--- src/rtl/i2s_tx_pkg.sv ---
package i2s_tx_pkg;
    localparam int WORD_W = 16;
    localparam int SLOT_W = 32;
    localparam int BIT_CW = $clog2(SLOT_W);
    localparam logic [1:0] DLEN_24 = 2'b01;
    localparam logic [1:0] DLEN_32 = 2'b10;

    typedef enum logic [1:0] {
        ST_IDLE,
        ST_LEFT,
        ST_RIGHT,
        ST_STOP
    } tx_state_e;
endpackage

--- src/rtl/i2s_tx_bitclk.sv ---
module i2s_tx_bitclk #(
    parameter int HALF_DIV = 2
) (
    input  logic clk,
    input  logic rst_n,
    input  logic run_i,
    output logic sck_o,
    output logic fall_tick_o
);
    localparam int CW = (HALF_DIV > 1) ? $clog2(HALF_DIV) : 1;
    localparam logic [CW-1:0] LAST = CW'(HALF_DIV - 1);

    logic [CW-1:0] div_q;
    logic          sck_q;

    always_ff @(posedge clk or negedge rst_n) begin
        if (!rst_n) begin
            div_q <= '0;
            sck_q <= 1'b0;
        end else if (!run_i) begin
            div_q <= '0;
            sck_q <= 1'b0;
        end else if (div_q == LAST) begin
            div_q <= '0;
            sck_q <= ~sck_q;
        end else begin
            div_q <= div_q + 1'b1;
        end
    end

    assign sck_o       = sck_q;
    assign fall_tick_o = run_i && sck_q && (div_q == LAST);

    AST_TICK_IS_FALL: assert property (@(posedge clk) disable iff (!rst_n)
        fall_tick_o |=> !sck_q);
    AST_CLK_RESTS_LOW: assert property (@(posedge clk) disable iff (!rst_n)
        !run_i |=> !sck_q);
endmodule

--- src/rtl/i2s_tx_word_buf.sv ---
module i2s_tx_word_buf
    import i2s_tx_pkg::*;
(
    input  logic              clk,
    input  logic              rst_n,
    input  logic [1:0]        dlen_i,
    input  logic              wr_en_i,
    input  logic [WORD_W-1:0] wr_data_i,
    input  logic              pop_i,
    output logic              req_o,
    output logic [SLOT_W-1:0] sample_o,
    output logic              underrun_o
);
    logic [WORD_W-1:0] hi_q, lo_q;
    logic [1:0]        cnt_q;
    logic              full, wr_acc, und_q;

    assign full   = (cnt_q == 2'd2);
    assign req_o  = !full;
    assign wr_acc = wr_en_i && req_o;

    always_ff @(posedge clk or negedge rst_n) begin
        if (!rst_n) begin
            hi_q  <= '0;
            lo_q  <= '0;
            cnt_q <= 2'd0;
            und_q <= 1'b0;
        end else begin
            und_q <= pop_i && !full;
            if (pop_i) begin
                if (wr_acc) begin
                    hi_q  <= wr_data_i;
                    cnt_q <= 2'd1;
                end else begin
                    cnt_q <= 2'd0;
                end
            end else if (wr_acc) begin
                if (cnt_q == 2'd0) hi_q <= wr_data_i;
                else               lo_q <= wr_data_i;
                cnt_q <= cnt_q + 2'd1;
            end
        end
    end

    always_comb begin
        if (!full)
            sample_o = '0;
        else if (dlen_i == DLEN_24)
            sample_o = {hi_q, lo_q[WORD_W-1:8], 8'h00};
        else
            sample_o = {hi_q, lo_q};
    end

    assign underrun_o = und_q;

    AST_UNDERRUN_FLAG: assert property (@(posedge clk) disable iff (!rst_n)
        (pop_i && cnt_q != 2'd2) |=> und_q);
    AST_FULL_HOLDS: assert property (@(posedge clk) disable iff (!rst_n)
        (full && !pop_i) |=> ($stable(hi_q) && $stable(lo_q) && cnt_q == 2'd2));
    AST_ROOM_AFTER_LOAD: assert property (@(posedge clk) disable iff (!rst_n)
        pop_i |=> req_o);
endmodule

--- src/rtl/i2s_tx_serializer.sv ---
module i2s_tx_serializer
    import i2s_tx_pkg::*;
(
    input  logic              clk,
    input  logic              rst_n,
    input  logic              enable_i,
    input  logic              tick_i,
    input  logic [SLOT_W-1:0] sample_i,
    output logic              pop_o,
    output logic              run_o,
    output logic              sd_o,
    output logic              ws_o
);
    localparam logic [BIT_CW-1:0] LAST_BIT = BIT_CW'(SLOT_W - 1);

    tx_state_e         state_q, state_d;
    logic [BIT_CW-1:0] bit_q;
    logic [SLOT_W-1:0] sh_q;
    logic              sd_q, ws_q;
    logic              last_bit, start, slot_end;

    assign last_bit = (bit_q == LAST_BIT);
    assign start    = (state_q == ST_IDLE) && enable_i;
    assign slot_end = tick_i && last_bit &&
                      ((state_q == ST_LEFT) || (state_q == ST_RIGHT));
    assign pop_o    = start || (slot_end &&
                      ((state_q == ST_LEFT) || enable_i));
    assign run_o    = (state_q != ST_IDLE);

    always_comb begin
        state_d = state_q;
        unique case (state_q)
            ST_IDLE:  if (enable_i) state_d = ST_LEFT;
            ST_LEFT:  if (tick_i && last_bit) state_d = ST_RIGHT;
            ST_RIGHT: if (tick_i && last_bit) state_d = enable_i ? ST_LEFT : ST_STOP;
            ST_STOP:  if (tick_i) state_d = ST_IDLE;
            default:  state_d = ST_IDLE;
        endcase
    end

    always_ff @(posedge clk or negedge rst_n) begin
        if (!rst_n) state_q <= ST_IDLE;
        else        state_q <= state_d;
    end

    always_ff @(posedge clk or negedge rst_n) begin
        if (!rst_n) begin
            sh_q  <= '0;
            bit_q <= '0;
            sd_q  <= 1'b0;
            ws_q  <= 1'b0;
        end else begin
            unique case (state_q)
                ST_IDLE: begin
                    if (enable_i) begin
                        sh_q  <= sample_i;
                        bit_q <= '0;
                        sd_q  <= 1'b0;
                        ws_q  <= 1'b0;
                    end
                end
                ST_LEFT, ST_RIGHT: begin
                    if (tick_i) begin
                        sd_q <= sh_q[SLOT_W-1];
                        if (last_bit) begin
                            bit_q <= '0;
                            ws_q  <= (state_q == ST_LEFT);
                            sh_q  <= pop_o ? sample_i : '0;
                        end else begin
                            bit_q <= bit_q + 1'b1;
                            sh_q  <= {sh_q[SLOT_W-2:0], 1'b0};
                        end
                    end
                end
                ST_STOP: begin
                    if (tick_i) sd_q <= 1'b0;
                end
                default: ;
            endcase
        end
    end

    assign sd_o = sd_q;
    assign ws_o = ws_q;

    AST_WS_LOW_LEFT: assert property (@(posedge clk) disable iff (!rst_n)
        (state_q == ST_LEFT) |-> !ws_q);
    AST_WS_HIGH_RIGHT: assert property (@(posedge clk) disable iff (!rst_n)
        (state_q == ST_RIGHT) |-> ws_q);
    AST_WS_AT_SLOT_END: assert property (@(posedge clk) disable iff (!rst_n)
        !$stable(ws_q) |-> $past(tick_i && last_bit));
    AST_SD_ON_FALL: assert property (@(posedge clk) disable iff (!rst_n)
        !$stable(sd_q) |-> $past(tick_i));
    AST_IDLE_VIA_STOP: assert property (@(posedge clk) disable iff (!rst_n)
        (state_q == ST_IDLE && $past(state_q) != ST_IDLE) |-> $past(state_q) == ST_STOP);
endmodule

--- src/rtl/i2s_philips_tx.sv ---
module i2s_philips_tx
    import i2s_tx_pkg::*;
#(
    parameter int HALF_DIV = 2
) (
    input  logic              clk,
    input  logic              rst_n,
    input  logic              enable_i,
    input  logic [1:0]        data_len_i,
    input  logic              ckpol_i,
    input  logic              wr_en_i,
    input  logic [WORD_W-1:0] wr_data_i,
    output logic              word_req_o,
    output logic              underrun_o,
    output logic              bck_o,
    output logic              ws_o,
    output logic              sd_o
);
    logic              run, sck, tick, pop;
    logic [SLOT_W-1:0] sample;

    i2s_tx_bitclk #(.HALF_DIV(HALF_DIV)) u_bitclk (
        .clk         (clk),
        .rst_n       (rst_n),
        .run_i       (run),
        .sck_o       (sck),
        .fall_tick_o (tick)
    );

    i2s_tx_word_buf u_buf (
        .clk        (clk),
        .rst_n      (rst_n),
        .dlen_i     (data_len_i),
        .wr_en_i    (wr_en_i),
        .wr_data_i  (wr_data_i),
        .pop_i      (pop),
        .req_o      (word_req_o),
        .sample_o   (sample),
        .underrun_o (underrun_o)
    );

    i2s_tx_serializer u_ser (
        .clk      (clk),
        .rst_n    (rst_n),
        .enable_i (enable_i),
        .tick_i   (tick),
        .sample_i (sample),
        .pop_o    (pop),
        .run_o    (run),
        .sd_o     (sd_o),
        .ws_o     (ws_o)
    );

    assign bck_o = sck ^ ckpol_i;

    AST_IDLE_LEVEL: assert property (@(posedge clk) disable iff (!rst_n)
        !run |-> (bck_o == ckpol_i));
endmodule

--- config.mk ---
export PLATFORM = sky130hd
export DESIGN_NAME = i2s_philips_tx
export DESIGN_NICKNAME = d
export VERILOG_FILES = /design/src/rtl/i2s_tx_pkg.sv /design/src/rtl/i2s_tx_bitclk.sv /design/src/rtl/i2s_tx_word_buf.sv /design/src/rtl/i2s_tx_serializer.sv /design/src/rtl/i2s_philips_tx.sv
export SDC_FILE = /design/constraint.sdc
export NUM_CORES = 1
export LEC_CHECK = 0
export BUFFER_PORTS_ARGS = -buffer_cell sky130_fd_sc_hd__buf_2
export CAP_MARGIN = 15
export CORE_MARGIN = 2
export CORE_UTILIZATION = 60
export CTS_CLUSTER_DIAMETER = 60
export DETAILED_ROUTE_END_ITERATION = 8
export GPL_TIMING_DRIVEN = 0
export MAX_ROUTING_LAYER = met4
export PLACE_DENSITY = 0.89
export SYNTH_ARGS = -nofsm -noshare
export SYNTH_HDL_FRONTEND = slang
export SYNTH_HIERARCHICAL = 1
export SYNTH_SLANG_ARGS = --single-unit
--- constraint.sdc ---
create_clock -name clk -period 3.6 [get_ports clk]
set_input_delay 0.18 -clock clk [delete_from_list [all_inputs] [get_ports clk]]
set_output_delay 0.18 -clock clk [all_outputs]
set_load 0.02 [all_outputs]
Word-level counts from Yosys, hierarchy flattened --
Index checks and enable logic that the tools add are counted.
Word-level totals: word-level logic and storage cells 91, register bits after elaboration 78, output and inout bits 5, input port bits 23
Operators by class: multiplexer cells 35, bitwise operators 4, equality and inequality tests 13, reductions and logical operators 25, add/subtract/negate cells 3
Operators with widths (number):
- 32-bit two-way mux | 5
- 16-bit two-way mux | 4
- 32-bit case mux with 2 select lines | 1
- 5-bit two-way mux | 3
- 2-bit two-way mux | 7
- 1-bit two-way mux | 10
- 5-bit case mux with 2 select lines | 1
- 3-bit AND reduction | 3
- 1-bit logical AND | 8
- 8-bit two-way mux | 1
- 2-bit by 1-bit inequality test with 1-bit output, second input constant | 4
- 2-bit case mux with 4 select lines | 1
- 4-bit AND reduction | 2
- 2-bit nonzero test | 4
- 2-bit == test, second input constant | 3
- 2-bit inequality test, second input constant | 3
- 5-bit by 1-bit adder with 5-bit output, second input constant | 1
- 5-bit == test, second input constant | 1
- 2-bit by 1-bit == test with 1-bit output, second input constant | 2
- 2-bit logical NOT | 2
- 1-bit logical OR | 3
- 1-bit NOT | 3
- 1-bit case mux with 3 select lines | 1
- 2-bit by 1-bit adder with 2-bit output, second input constant | 1
- 6 further kinds | 6

Longest topological paths before layout --
Gate-level depths: netlist of the first run.
depth after elaboration 11, depth in mapped cells 10, gate-level depth less buffers 9

Cells and area by module --
Netlist of the first run, hierarchy kept.
By module, submodules not included:
- i2s_tx_serializer | cells an instance 173, instances 1, area an instance 1979.4 µm²
- i2s_tx_word_buf | cells an instance 121, instances 1, area an instance 1660.3 µm²
- i2s_tx_bitclk | cells an instance 6, instances 1, area an instance 81.3 µm²
- i2s_philips_tx | cells an instance 1, instances 1, area an instance 8.8 µm²

Worst setup path before layout of the first run --
OpenSTA, ideal clock, no wires.
path type flip-flop to flip-flop, start reg u_ser.state_q[0], end reg u_buf.hi_q[10], period minus slack after synthesis 2.566 ns, stages on the path, launching flop included 11, data arrival time 2.441 ns, path slack 1.034 ns, cells stage by stage dfrtp_1 -> inv_1 -> ha_1 -> inv_2 -> and3_2 -> nand3_1 -> o21ai_0 -> nor2_1 -> nor2_4 -> buf_4 -> mux2_2
On the way: word-level cells in the longest chain between the ends 9, elaborated cells on any way between the ends 16
Ends and longest elaborated chain:
- start: declaration | RTL line i2s_tx_serializer.sv:16 | tx_state_e state_q, state_d;
- start signal: assignment | RTL line i2s_tx_serializer.sv:43 | else state_q <= state_d;
- 2-bit nonzero test * | RTL line i2s_tx_serializer.sv:28 | assign run_o = (state_q != ST_IDLE);
- named net run | RTL line i2s_philips_tx.sv:19 | logic run, sck, tick, pop;
- 1-bit logical AND * (2 in series) | RTL line i2s_tx_bitclk.sv:32 | assign fall_tick_o = run_i && sck_q && (div_q == LAST);
- named net tick | RTL line i2s_philips_tx.sv:19
- 1-bit logical AND * (2 in series) | RTL line i2s_tx_serializer.sv:24 | assign slot_end = tick_i && last_bit &&
- 1-bit logical AND * | RTL line i2s_tx_serializer.sv:26 | assign pop_o = start || (slot_end &&
- 1-bit logical OR * | RTL line i2s_tx_serializer.sv:26
- named net pop | RTL line i2s_philips_tx.sv:19
- 2-bit nonzero test (no source line)
- 2-bit AND reduction (no source line)
- end signal: assignment | RTL line i2s_tx_word_buf.sv:32 | hi_q <= wr_data_i;
- end signal: assignment | RTL line i2s_tx_word_buf.sv:38 | if (cnt_q == 2'd0) hi_q <= wr_data_i;
- end: declaration | RTL line i2s_tx_word_buf.sv:14 | logic [WORD_W-1:0] hi_q, lo_q;
The timed path passes the listed nets; every way through them passes the cells marked *. A chain may end at the register's enable or synchronous reset.

Worst setup path in the final report of the first run --
start reg u_ser.state_q[0], end reg u_buf.hi_q[8]
The elaborated chain is that of the path after synthesis.

==> impl_metrics.env, run 1 <==
export IMPL_core_sq_um=5960
export IMPL_async_reset_ff_frac=1.00
export IMPL_synth_top_area_share=0.523
export IMPL_grt_pass1_wl_um=13200
export IMPL_antenna_left=0
export IMPL_dp_hpwl_um=5260
export IMPL_worst_r2r_path_depth=10
export IMPL_fin_skew_ns=0.0100
export IMPL_synth_area_sq_um=3730
export IMPL_fin_cells=419
export IMPL_fp_dieH_um=82.8
export IMPL_synth_distinct_cells=41
export IMPL_critical_path_class="reg -> reg"
export IMPL_status="completed"
export IMPL_die_area_sq_um=6860
export IMPL_drc=0
export IMPL_r2r_end="u_buf/hi_q[8]"
export IMPL_crit_chain="inv_1 > ha_1 > inv_2 > and3_2 > nand3_1 > o21ai_0 > nor2_1 > nor2_4 > buf_4 > mux2_2"
export IMPL_area_growth_pct=12.6
export IMPL_r2r_start="u_ser/state_q[0]"
export IMPL_cap_violations=0
export IMPL_critPathTopFamily="simple AND/OR/NAND/NOR gates"
export IMPL_cp_start_kind="flip-flop"
export IMPL_design_area_sq_um=4200
export IMPL_dpl_cell_area_sq_um=3980
export IMPL_cts_resized=0
export IMPL_path_clk_slew_ns=0.08
export IMPL_p_leak_nw=2.12
export IMPL_cts_path_max_buffers=2
export IMPL_yosys_top_cells_area="dfrtp_1 (52%), a221o_1 (8.3%), mux2_2 (6.6%)"
export IMPL_synth_common_cells="dfrtp_1 (78), and2_1 (34), and3_1 (32), a221o_1 (31), mux2_2 (22)"
export IMPL_timing_final_crit_share=0.864
export IMPL_setup_viol=0
export IMPL_grt_overflow=0
export IMPL_yosysMostFrequentCell="dfrtp_1"
export IMPL_holdCritPathClass="in -> reg"
export IMPL_synth_seq_cells=78
export IMPL_fmaxAchievable_mhz=321
export IMPL_clock_sinks=78
export IMPL_arrival_ns=3.34
export IMPL_dp_cells=404
export IMPL_drt_iter0_markers=195
export IMPL_cts_setup_buffers=0
export IMPL_cp_startpoint="u_ser/state_q[0]"
export IMPL_io_buffers=27
export IMPL_setup_slack_ns=0.489
export IMPL_cp_end_kind="flip-flop"
export IMPL_die_x_um=82.8
export IMPL_final_layout_size_suffix_gt1_frac=0.282
export IMPL_wl_per_cell_um=18.5
export IMPL_gp_congestion=0.871
export IMPL_synth_top_cell_by_area="dfrtp_1"
export IMPL_drt_first_pass_iters=4
export IMPL_num_vias=2589
export IMPL_avgSynthCellArea_sq_um=12.4
export IMPL_synth_ff_type="dfrtp_1"
export IMPL_setup_tns_ns=0
export IMPL_yosysWarnings=6
export IMPL_powerDensity_nw_per_um2=612
export IMPL_antennaDiodeCount=0
export IMPL_fillers=408
export IMPL_synth_edff_count=0
export IMPL_antenna_found_initial=0
export IMPL_crit_path_top_delay_cell="o21ai_0"
export IMPL_grt_max_degree=41
export IMPL_critPathRequiredTime_ns=3.83
export IMPL_grt_setup_unrepaired="no"
export IMPL_numCtsBuffers=9
export IMPL_io_pins=28
export IMPL_tightest_slew_ns=0.884
export IMPL_finalWirelength_um=7740
export IMPL_regToRegSetupSlack_ns=0.49
export IMPL_syn_inst=301
export IMPL_ir_drop_v=0.000541
export IMPL_rows=28
export IMPL_cts_htree_levels=3
export IMPL_grt_pass1_vias=2744
export IMPL_grtUsageTotal=0.246
export IMPL_path_buf_inv=3
export IMPL_cpPeakStageDelay_ns=0.66
export IMPL_finalHoldViolCount=0
export IMPL_clk_latency_ns=0.35
export IMPL_synth_nets=334
export IMPL_cts_root_buffer="clkbuf_8"
export IMPL_cts_tree="yes"
export IMPL_crit_fanout=10
export IMPL_setup_worst_path_end="u_buf/hi_q[8]"
export IMPL_finalMaxSlewViolations=0
export IMPL_initial_core_util=0.626
export IMPL_vias_per_cell=6.18
export IMPL_dp_slack_ns=0.534
export IMPL_crit_cells=10
export IMPL_max_slew_margin_rel=0.405
export IMPL_yosysSeqAreaShare=0.523
export IMPL_postCtsHoldBufs=1
export IMPL_finalCriticalPeriod_ns=3.11
export IMPL_final_nets=374
[metal layers]
layer / up-vias / global-route usage / part of all wire
li1: 1171 / - / -
met1: 1321 / 0.318 / 0.43
met2: 84 / 0.386 / 0.50
met3: 13 / 0.0547 / 0.054
met4: 0 / 0.0924 / 0.018
met5: - / - / 0
[worst register-to-register path, delay by kind of cell (launching register included)]
| kind | cells | cell delay [ns] |
|---|---|---|
| compound gates | 1 | 0.66 |
| fa+ha+maj | 1 | 0.28 |
| buf+inv | 3 | 0.47 |
| flops | 1 | 0.40 |
| mux | 1 | 0.36 |
| simple gates | 4 | 0.81 |
[per-stage QoR]
step                power, W   util  hold WS (ns)
floorplan            0.00168      -        -0.116
global placement     0.00182  0.665         0.423
detailed placement   0.00187  0.668         0.184
CTS                  0.00259  0.705        0.0581
global route         0.00270  0.705        0.0660
finish               0.00257  0.705        0.0694
[cells by family after synthesis]
logic type	share of synthesized area
compound gates	0.120
fa+ha+maj	0.0335
simple gates	0.156
mux	0.112
xor+xnor	0.00705
buf+inv	0.0470
flops	0.523
[layout by cell type (no fill, tap or decap), types with 2 or more instances in the layout]
master / netlist / routed
dfrtp_1: 78 / 78
and2_1: 34 / 34
buf_2: 7 / 33
and3_1: 32 / 32
a221o_1: 31 / 31
mux2_2: 22 / 22
clkbuf_8: 0 / 10
inv_1: 10 / 10
mux2_4: 10 / 10
ha_1: 10 / 10
nand2_1: 8 / 8
o21ai_0: 6 / 6
clkbuf_1: 5 / 5
nor2_1: 5 / 5
buf_6: 4 / 4
nand3_1: 4 / 4
buf_4: 2 / 3
a21oi_1: 3 / 3
xor2_1: 2 / 2
bufinv_16: 0 / 2
buf_12: 1 / 2
and2b_2: 2 / 2
o22ai_1: 2 / 2
nand2b_1: 2 / 2
a31oi_1: 2 / 2
o2bb2ai_1: 2 / 2
[area by class of cell]
type                            count  area, sq um  share of cell area
Buffer                             19          134              0.0319
Tap cell                           75         93.8              0.0223
Inverter                           11         41.3             0.00983
Clock inverter                      4         72.6              0.0173
Multi-Input combinational cell    193         1600               0.381
Sequential cell                    78         1950               0.465
Timing Repair Buffer               29          168              0.0399
Clock buffer                       10          138              0.0328
[sequential cells by signal, indices dropped and copies added (netlist names), 2 cells and up]
name / cells
u_ser/state_q: 2
u_buf/cnt_q: 2
u_ser/bit_q: 5
u_buf/lo_q: 16
u_ser/sh_q: 32
u_buf/hi_q: 16
[where the power goes]
| group | switching, W | leakage, nW | internal (W) |
|---|---|---|---|
| registers | 0.000106 | 1.00 | 0.00107 |
| logic | 0.000297 | 1.01 | 0.000385 |
| clock network | 0.000309 | 0.104 | 0.000401 |
[worst min-delay path by stage]
stage	from	endpoint	slack [ns]	cells past startpoint
global route	wr_data_i[10]	u_buf/lo_q[10]	0.07	2
CTS	wr_data_i[15]	u_buf/lo_q[15]	0.06	2
global placement	wr_data_i[6]	u_buf/lo_q[6]	0.42	2
finish	wr_data_i[13]	u_buf/lo_q[13]	0.07	2
detailed placement	rst_n	u_ser/sd_o	0.18	1
floorplan	rst_n	u_bitclk/div_q	-0.12	0
Power figures use the tool's default switching activity.
==> run 2: changes to the inputs <==
--- a/config.mk
+++ b/config.mk
@@ -8,12 +8,12 @@
 export BUFFER_PORTS_ARGS = -buffer_cell sky130_fd_sc_hd__buf_2
 export CAP_MARGIN = 15
 export CORE_MARGIN = 2
-export CORE_UTILIZATION = 60
+export CORE_UTILIZATION = 54
 export CTS_CLUSTER_DIAMETER = 60
 export DETAILED_ROUTE_END_ITERATION = 8
 export GPL_TIMING_DRIVEN = 0
 export MAX_ROUTING_LAYER = met4
-export PLACE_DENSITY = 0.89
+export PLACE_DENSITY = 0.85
 export SYNTH_ARGS = -nofsm -noshare
 export SYNTH_HDL_FRONTEND = slang
 export SYNTH_HIERARCHICAL = 1
==> constraint.sdc (replaced) <==
create_clock -name clk -period 2.65 [get_ports clk]
set_input_delay 0.1325 -clock clk [delete_from_list [all_inputs] [get_ports clk]]
set_output_delay 0.1325 -clock clk [all_outputs]
set_load 0.02 [all_outputs]
==> run 2 against run 1 <==
  * First-iteration DRC count decreased by 11%
  * Critical path depth did not move
  * Critical path type unchanged
  * Clock power increased by 20%
  * Wire length decreased by 3.3%
  * Cell count up 2.1%
  * Count of clock-buffer cells in the layout increased by 1
  * Sequential share of layout area is 0.12 points lower
  * Clock skew fell by 0.0036 ns
  * Setup slack lost 0.32 ns
==> impl_metrics.env, run 2 (synthesis results as in run 1) <==
export IMPL_status="completed"
export IMPL_dp_cells=409
export IMPL_rows=30
export IMPL_setup_viol=0
export IMPL_cts_path_max_buffers=2
export IMPL_r2r_end="u_buf/hi_q[14]"
export IMPL_finalWirelength_um=7490
export IMPL_grt_max_degree=50
export IMPL_r2r_start="u_ser/state_q[1]"
export IMPL_finalCriticalPeriod_ns=2.48
export IMPL_wl_per_cell_um=17.5
export IMPL_antenna_found_initial=0
export IMPL_core_sq_um=6760
export IMPL_reg_top3="u_ser/sh_q (32), u_buf/hi_q (16), u_buf/lo_q (16)"
export IMPL_timing_final_crit_share=0.937
export IMPL_cts_htree_levels=3
export IMPL_tightest_slew_ns=0.923
export IMPL_fmaxAchievable_mhz=403
export IMPL_dp_slack_ns=-0.425
export IMPL_fin_skew_ns=0.00638
export IMPL_clock_sinks=78
export IMPL_path_buf_inv=3
export IMPL_fp_dieH_um=87.1
export IMPL_cpPeakStageDelay_ns=0.42
export IMPL_numCtsBuffers=9
export IMPL_holdPathEnd="u_buf/lo_q[15]"
export IMPL_setup_tns_ns=0
export IMPL_clk_latency_ns=0.35
export IMPL_critPathRequiredTime_ns=2.89
export IMPL_finalHoldViolCount=0
export IMPL_antenna_left=0
export IMPL_grt_overflow=0
export IMPL_final_nets=376
export IMPL_cts_tree="yes"
export IMPL_worst_r2r_path_depth=10
export IMPL_final_common_cell="dfrtp_1"
export IMPL_path_clk_slew_ns=0.08
export IMPL_powerDensity_nw_per_um2=802
export IMPL_cap_violations=0
export IMPL_min_delay_start="wr_data_i[15]"
export IMPL_fin_cells=428
export IMPL_cp_end_kind="flip-flop"
export IMPL_drt_iter0_markers=173
export IMPL_timing_hold_ws_ns=0.0226
export IMPL_regToRegSetupSlack_ns=0.17
export IMPL_io_buffers=27
export IMPL_initial_core_util=0.552
export IMPL_p_leak_nw=2.13
export IMPL_vias_per_cell=5.85
export IMPL_die_x_um=87.1
export IMPL_crit_fanout=10
export IMPL_crit_path_top_delay_cell="dfrtp_1"
export IMPL_fin_util=0.624
export IMPL_holdPathStages=2
export IMPL_crit_chain="inv_1 > ha_1 > inv_2 > and3_2 > nand3_1 > o21ai_4 > nor2_1 > nor2_4 > buf_4 > mux2_2"
export IMPL_grtUsageTotal=0.228
export IMPL_critPathTopFamily="simple AND/OR/NAND/NOR gates"
export IMPL_io_pins=28
export IMPL_num_vias=2505
export IMPL_final_layout_size_suffix_gt1_frac=0.287
export IMPL_largest_reg_flops=32
export IMPL_drc=0
export IMPL_cp_startpoint="u_ser/state_q[1]"
export IMPL_gp_congestion=0.831
export IMPL_max_slew_margin_rel=0.379
export IMPL_area_growth_pct=12.9
export IMPL_grt_pass1_vias=2659
export IMPL_finalMaxSlewViolations=0
export IMPL_ir_drop_v=0.000568
export IMPL_final_cell_mix="dfrtp_1 (78), and2_1 (34), buf_2 (33)"
export IMPL_fillers=542
export IMPL_arrival_ns=2.72
export IMPL_die_area_sq_um=7590
export IMPL_cts_root_buffer="clkbuf_8"
export IMPL_holdCritPathClass="in -> reg"
export IMPL_largest_register="u_ser/sh_q"
export IMPL_dp_hpwl_um=4970
export IMPL_drt_first_pass_iters=4
export IMPL_critical_path_class="reg -> reg"
export IMPL_cp_start_kind="flip-flop"
export IMPL_setup_slack_ns=0.166
export IMPL_grt_pass1_wl_um=12800
export IMPL_antennaDiodeCount=0
-- run 2: stage by stage --
| stage | total power (W) | instance area (sq um) |
|---|---|---|
| 6_report | 0.00338 | 4210 |
| 5_1_grt | 0.00357 | 4210 |
| 4_1_cts | 0.00340 | 4200 |
| 3_5_place_dp | 0.00254 | 4000 |
| 3_3_place_gp | 0.00249 | 3970 |
| 2_1_floorplan | 0.00229 | 3730 |
-- run 2: metal layers --
layer | GRT usage | up-vias | wire length [um]
li1 | - | 1170 | -
met1 | 0.300 | 1264 | 3530
met3 | 0.0540 | 8 | 267
met5 | - | - | 0
met4 | 0.0671 | 0 | 72
met2 | 0.354 | 63 | 3610
-- run 2: how the worst max path moves through the flow --
stage	cells after the start	end
final	10	u_buf/hi_q[14]
after global routing	10	u_buf/hi_q[11]
after CTS	10	u_buf/hi_q[11]
after detailed placement	10	u_buf/hi_q[14]
after global placement	10	u_buf/hi_q[15]
after floorplan	10	u_buf/hi_q[10]
-- run 2: area by class of cell --
type / count / area, sq um / share of cell area
sequential: 78 / 1950 / 0.463
multi-input combinational: 193 / 1610 / 0.383
timing repair buffer: 31 / 190 / 0.0451
buffer: 19 / 134 / 0.0318
clock buffer: 11 / 131 / 0.0312
tap: 80 / 100 / 0.0238
clock inverter: 5 / 50.0 / 0.0119
inverter: 11 / 41.3 / 0.00980
-- run 2: repair_timing --
| item | 4_1_cts | 5_1_grt |
|---|---|---|
| endpoints found under the setup margin | 26 | 20 |
| setup buffers | 0 | 2 |
| resized for setup | 3 | 0 |
| pin swaps | 1 | 2 |
| hold buffers | 1 | 0 |
| hold endpoints to repair | 29 | 0 |
-- run 2: report_power, final --
part / total [W] / internal, W / switching (W)
combinational: 0.000925 / 0.000534 / 0.000391
sequential: 0.00160 / 0.00146 / 0.000145
clock: 0.000851 / 0.000430 / 0.000421
